==> config.mk <==
export PLATFORM = sky130hd
export DESIGN_NAME = intr_ctrl
export DESIGN_NICKNAME = d
export VERILOG_FILES = /design/src/rtl/intr_ctrl_pkg.sv /design/src/rtl/intr_mask_reg.sv /design/src/rtl/intr_post_bank.sv /design/src/rtl/intr_prio_enc.sv /design/src/rtl/intr_ctrl.sv
export SDC_FILE = /design/constraint.sdc
export NUM_CORES = 1
export LEC_CHECK = 0
export ABC_AREA = 1
export CAP_MARGIN = 20
export CELL_PAD_IN_SITES_DETAIL_PLACEMENT = 1
export CELL_PAD_IN_SITES_GLOBAL_PLACEMENT = 1
export CORE_MARGIN = 2
export CORE_UTILIZATION = 30
export CTS_CLUSTER_SIZE = 30
export DETAILED_ROUTE_END_ITERATION = 12
export DONT_BUFFER_PORTS = 1
export PLACE_DENSITY = 0.59
export SLEW_MARGIN = 20
export SYNTH_ARGS = -nofsm -noshare
export SYNTH_HDL_FRONTEND = slang
export SYNTH_SLANG_ARGS = --single-unit
export TNS_END_PERCENT = 30
==> constraint.sdc <==
create_clock -name clk_i -period 3.3 [get_ports clk_i]
set_clock_uncertainty 0.2 [all_clocks]
set_input_delay 0.165 -clock clk_i [delete_from_list [all_inputs] [get_ports clk_i]]
set_output_delay 0.165 -clock clk_i [all_outputs]
set_load 0.02 [all_outputs]
==> src/rtl/intr_ctrl_pkg.sv <==
package intr_ctrl_pkg;
  localparam int unsigned DEF_N_SRC = 16;

  typedef enum logic {
    WR_CLEAR = 1'b0,
    WR_POST  = 1'b1
  } clr_mode_e;
endpackage

==> src/rtl/intr_mask_reg.sv <==
module intr_mask_reg #(
  parameter int unsigned N_SRC = 16
) (
  input  logic             clk_i,
  input  logic             rst_ni,
  input  logic             wr_i,
  input  logic [N_SRC-1:0] wdata_i,
  output logic [N_SRC-1:0] mask_o
);
  always_ff @(posedge clk_i or negedge rst_ni) begin
    if (!rst_ni)   mask_o <= '0;
    else if (wr_i) mask_o <= wdata_i;
  end

  assert_mask_load_R6: assert property (@(posedge clk_i) disable iff (!rst_ni)
    wr_i |=> mask_o == $past(wdata_i));
endmodule

==> src/rtl/intr_post_bank.sv <==
module intr_post_bank
  import intr_ctrl_pkg::*;
#(
  parameter int unsigned N_SRC = 16
) (
  input  logic             clk_i,
  input  logic             rst_ni,
  input  logic [N_SRC-1:0] evt_i,
  input  logic             wr_i,
  input  logic [N_SRC-1:0] wdata_i,
  input  clr_mode_e        mode_i,
  input  logic [N_SRC-1:0] ack_clr_i,
  output logic [N_SRC-1:0] posted_o
);
  for (genvar i = 0; i < N_SRC; i++) begin : g_bit
    logic set_b, clr_b;
    always_comb begin
      set_b = evt_i[i] | (wr_i & (mode_i == WR_POST) & wdata_i[i]);
      clr_b = ack_clr_i[i] | (wr_i & (mode_i == WR_CLEAR) & ~wdata_i[i]);
    end
    // set has precedence: a fresh event is never lost
    always_ff @(posedge clk_i or negedge rst_ni) begin
      if (!rst_ni)    posted_o[i] <= 1'b0;
      else if (set_b) posted_o[i] <= 1'b1;
      else if (clr_b) posted_o[i] <= 1'b0;
    end

    assert_evt_posts_R2_R10: assert property (@(posedge clk_i) disable iff (!rst_ni)
      evt_i[i] |=> posted_o[i]);
    assert_clr_zero_R3: assert property (@(posedge clk_i) disable iff (!rst_ni)
      (wr_i && mode_i == WR_CLEAR && !wdata_i[i] && !evt_i[i]) |=> !posted_o[i]);
    assert_sw_post_R4: assert property (@(posedge clk_i) disable iff (!rst_ni)
      (wr_i && mode_i == WR_POST && wdata_i[i]) |=> posted_o[i]);
    assert_idle_hold_R2: assert property (@(posedge clk_i) disable iff (!rst_ni)
      (!evt_i[i] && !wr_i && !ack_clr_i[i]) |=> $stable(posted_o[i]));
  end
endmodule

==> src/rtl/intr_prio_enc.sv <==
module intr_prio_enc #(
  parameter int unsigned N_SRC = 16,
  localparam int unsigned VEC_W = (N_SRC > 1) ? $clog2(N_SRC) : 1
) (
  input  logic [N_SRC-1:0] req_i,
  output logic             valid_o,
  output logic [VEC_W-1:0] idx_o
);
  always_comb begin
    valid_o = |req_i;
    idx_o   = '0;
    for (int i = N_SRC - 1; i >= 0; i--) begin
      if (req_i[i]) idx_o = VEC_W'(i);
    end
  end
endmodule

==> src/rtl/intr_ctrl.sv <==
module intr_ctrl
  import intr_ctrl_pkg::*;
#(
  parameter int unsigned N_SRC = DEF_N_SRC,
  localparam int unsigned VEC_W = (N_SRC > 1) ? $clog2(N_SRC) : 1
) (
  input  logic             clk_i,
  input  logic             rst_ni,
  input  logic [N_SRC-1:0] src_evt_i,
  input  logic             gie_i,
  input  logic             mask_wr_i,
  input  logic [N_SRC-1:0] mask_wdata_i,
  input  logic             clr_wr_i,
  input  logic [N_SRC-1:0] clr_wdata_i,
  input  logic             swint_en_i,
  input  logic             ack_i,
  output logic [N_SRC-1:0] posted_o,
  output logic             irq_o,
  output logic [VEC_W-1:0] vec_o
);
  logic [N_SRC-1:0] mask_w, posted_w, pend_w, ack_clr_w;
  logic             any_pend_w;
  clr_mode_e        mode_w;

  assign mode_w = swint_en_i ? WR_POST : WR_CLEAR;

  intr_mask_reg #(.N_SRC(N_SRC)) u_mask (
    .clk_i(clk_i), .rst_ni(rst_ni), .wr_i(mask_wr_i),
    .wdata_i(mask_wdata_i), .mask_o(mask_w)
  );

  intr_post_bank #(.N_SRC(N_SRC)) u_bank (
    .clk_i(clk_i), .rst_ni(rst_ni), .evt_i(src_evt_i),
    .wr_i(clr_wr_i), .wdata_i(clr_wdata_i), .mode_i(mode_w),
    .ack_clr_i(ack_clr_w), .posted_o(posted_w)
  );

  assign pend_w = posted_w & mask_w;

  intr_prio_enc #(.N_SRC(N_SRC)) u_enc (
    .req_i(pend_w), .valid_o(any_pend_w), .idx_o(vec_o)
  );

  assign irq_o     = gie_i & any_pend_w;
  assign ack_clr_w = (ack_i && irq_o) ? (N_SRC'(1) << vec_o) : '0;
  assign posted_o  = posted_w;

  assert_gie_gate_R7: assert property (@(posedge clk_i) disable iff (!rst_ni)
    !gie_i |-> !irq_o);
  assert_vec_pending_R8: assert property (@(posedge clk_i) disable iff (!rst_ni)
    irq_o |-> (posted_w[vec_o] && mask_w[vec_o]));
  assert_vec_lowest_R8: assert property (@(posedge clk_i) disable iff (!rst_ni)
    irq_o |-> ((posted_w & mask_w & ((N_SRC'(1) << vec_o) - N_SRC'(1))) == '0));
  assert_ack_clears_R9: assert property (@(posedge clk_i) disable iff (!rst_ni)
    (ack_i && irq_o && !src_evt_i[vec_o] && !(clr_wr_i && swint_en_i && clr_wdata_i[vec_o]))
    |=> !posted_w[$past(vec_o)]);
  assert_ack_onehot_R9: assert property (@(posedge clk_i) disable iff (!rst_ni)
    $onehot0(ack_clr_w));
  assert_ack_idle_R11: assert property (@(posedge clk_i) disable iff (!rst_ni)
    (ack_i && !irq_o && !clr_wr_i && src_evt_i == '0) |=> $stable(posted_w));
endmodule

==> summary.md <==
| Metric | Value |
|---|---|
| Final worst path period need | `2.81 ns` |
| Global routing usage summed across all routing layers | `19.6%` |
| Number of warning messages in the yosys log | `0` |
| Cell-by-cell listing of the critical path | `nand2_2, nand2_1, nor2_1, nand2_1, o21a_1, nand2_2, nor2_2, inv_2, nor2_1, o211ai_1, dlygate4sd3_1` |
| Buffer type at the clock tree root | `clkbuf_8` |
| Starting utilization of the core area | `31.2%` |
| H-tree depth | `2` |
| FMAX | `355 MHz` |
| Post-Synth Adder-Cell Area | `0%` |
| Final wirelength | `6360 um` |
| Source-to-sink clock delay at the later pin of the worst-skew pair | `0.28 ns` |
| Post-synthesis to final-layout area growth | `48.9%` |
| Arrival time of data at the critical path endpoint | `2.78 ns` |
| Overall die height | `82.7 um` |
| Diode count | `0` |
| Die extent in x | `82.7 um` |
| Count of unresolved DRC violations after routing | `0` |
| Multiplexer fraction of the synthesized cell area | `9.70%` |
| Final HPWL from detailed placement | `4360 um` |
| Setup violators final | `0` |
| Main combinational cell family by area after synthesis | `simple AND/OR/NAND/NOR gates` |
| Category of the critical setup timing path | `flop to flop` |
| Fraction of the mapped netlist area in simple logic gates | `24.3%` |
| Fin Setup TNS | `0 ns` |
| Clock Tree Buf Depth | `2` |
| Kind of start point of the critical path | `flop` |
| Post-synthesis compound-gate area fraction | `15.2%` |
| Post-detailed-route via-to-cell ratio | `4.99` |
| Post-synthesis instance area | `0.00186 mm^2` |
| Global route overflow | `0` |
| Register area share after synthesis | `43.1%` |
| WL per Instance | `17.4 um` |
| Largest voltage drop on the vdd net | `0.142 mV` |
| Synthesized flop and latch total | `32` |
| Buffers plus inverters on the worst setup path | `2` |
| Slowest library cell on the worst path | `dlygate4sd3_1` |
| Via count of the first global-routing pass | `2038` |
| Final period utilization | `85.3%` |
| Number of violations reported at the end of detailed-routing iteration 0 | `73` |
| Mean Syn Cell Area | `8.64 um^2` |
| Clock tree from TritonCTS | `done` |
| Final weighted congestion in routability-driven placement | `0.760` |
| Largest delay contributor family on the critical path | `simple AND/OR/NAND/NOR gates` |
| Final count of hold timing violations | `0` |
| Number of I/O pins | `76` |
| Pin count of the biggest net entering global routing | `33` |
| Fraction of final layout cells sized beyond drive strength 1 | `18.6%` |
| IO buf count | `0` |
| Floorplan die area | `0.00684 mm^2` |
| Post-route ant nets | `0` |
| Wire length of the first global-routing pass | `9830 um` |
| Hold Path Class | `input pin to async pin` |
| Number of distinct library cells after synthesis | `24` |
| Critical path capture point type | `flop` |
| Total via count after detailed routing | `1823` |
| Placement Rows | `28` |
| Count of nets after finishing | `344` |
| Biggest cell delay along the critical path | `0.58 ns` |
| Share of the synthesized netlist area taken by xor and xnor gates | `0%` |
| Number of gates resized after CTS | `0` |
| Max-slew violation count | `0` |
| Power Density | `385 mW/mm^2` |
| Synthesized net count | `270` |
| Result of the run | `finished, final reports clean` |
| Largest fanout on the critical path | `5` |
| Cell depth of the worst setup path | `11` |
| Initial antenna violation count | `0` |
| Maximum capacitance violations | `0` |
| Worst hold slack | `0.128 ns` |
| TritonCTS Buffers | `5` |
| Detailed-router iteration count before antenna repair | `4` |
| Gate count of the mapped netlist | `215` |
| Register clock-pin slew on the reported worst setup and hold paths | `0.07 ns` |
| Power Total | `1.07 mW` |
| Headroom to the max-slew limit | `60.9%` |
| Worst reg-to-reg path cell count | `11` |
| Core ar. | `0.00596 mm^2` |
| Leak pwr | `1.17 nW` |
| RSZ-0062 raised after global routing | `no` |
| Worst Path Required | `3.26 ns` |
| Transition time at the pin with the least slew margin | `0.585 ns` |
| Num Clock Sinks | `32` |
## cell type report
cell class / count / area [um^2]
inverter: 31 / 116
fill: 700 / 3190
clock buffer: 8 / 90.1
sequential: 32 / 801
multi-input combinational: 145 / 915
timing repair buffer: 74 / 751
tap: 75 / 93.8
## layer usage
metal	vias to the layer above	wire length [um]	share of wire (%)	track usage (%)
met2	69	3290	52	36.0
li1	870	-	-	-
met1	872	2490	39	21.5
met5	-	0	0	0
met4	0	151	2.4	8.03
met3	12	427	6.7	4.57
## repair_timing
action,4_1_cts,5_1_grt
endpoints found under the hold margin,64,0
buffers inserted,0,0
hold buffers,74,0
## report_power, final
group / total, mW / internal [mW] / switching, mW
Combinational: 0.284 / 0.143 / 0.140
Clock: 0.321 / 0.170 / 0.151
Sequential: 0.460 / 0.423 / 0.0375
Total: 1.07 / 0.736 / 0.329
## stage by stage
| stage | setup slack (ns) | instance area [um^2] | util [%] | cells |
|---|---|---|---|---|
| 6_report | 0.485 | 2770 | 46.4 | 365 |
| 5_1_grt | 0.226 | 2770 | 46.4 | 365 |
| 4_1_cts | 0.455 | 2770 | 46.4 | 365 |
| 3_5_place_dp | 1.02 | 1930 | 32.3 | 283 |
| 3_3_place_gp | 1.03 | 1930 | 32.3 | 283 |
| 2_1_floorplan | 1.32 | 1860 | - | 215 |
## layout by cell type (no fill, tap or decap), types with 7 or more instances in the layout
master,n
mux2_2,16
nand3_1,12
nand2_1,46
o211ai_1,8
nor2_1,8
nand4_1,10
a31o_2,8
o21ai_0,12
dfrtp_1,32
dlygate4sd3_1,73
inv_1,26
nand2_2,7
## kinds of logic after synthesis
logic type,Yosys count
AOI/OAI and AO/OA,38
and+or+nand+nor,91
DFF,32
buffers and inverters,38
muxes,16
## registers in the layout, summed over array words and instances, names as in the netlist
signal	count
u_mask.mask_o	16
u_bank.posted_o	16
## Yosys cell counts
| cell type | instances | area (um^2) |
|---|---|---|
| nand2_1 | 46 | 173 |
| dfrtp_1 | 32 | 801 |
| inv_1 | 26 | 97.6 |
| mux2_2 | 16 | 180 |
| nand3_1 | 12 | 60.1 |
| o21ai_0 | 12 | 60.1 |
| nand4_1 | 10 | 62.6 |
| a31o_2 | 8 | 70.1 |
| nor2_1 | 8 | 30.0 |
| o211ai_1 | 8 | 60.1 |
| nand2_2 | 7 | 43.8 |
| clkbuf_1 | 6 | 22.5 |
| inv_2 | 5 | 18.8 |
| o21bai_1 | 4 | 30.0 |
| nand2_4 | 3 | 33.8 |
| a21oi_4 | 2 | 32.5 |
| nand4_2 | 2 | 25.0 |
| nor2_2 | 2 | 12.5 |
| a31oi_1 | 1 | 6.26 |
| buf_1 | 1 | 3.75 |
| nor2_4 | 1 | 11.3 |
| o21a_1 | 1 | 7.51 |
| o21ai_1 | 1 | 5.00 |
| o21bai_2 | 1 | 11.3 |
## worst paths after layout
| kind | endpoint | start | slack [ns] |
|---|---|---|---|
| max | u_bank.posted_o[3] | u_bank.posted_o[2] | 0.49 |
| min | u_mask.mask_o[7] | rst_ni | 0.13 |
| max reg2reg | u_bank.posted_o[3] | u_bank.posted_o[2] | 0.49 |
| min reg2reg | u_mask.mask_o[3] | u_mask.mask_o[3] | 0.85 |
| max in group asynchronous | u_bank.posted_o[13] | rst_ni | 2.60 |
| min in group clk_i | irq_o | gie_i | 0.31 |
(Power assumes the default switching activity.)
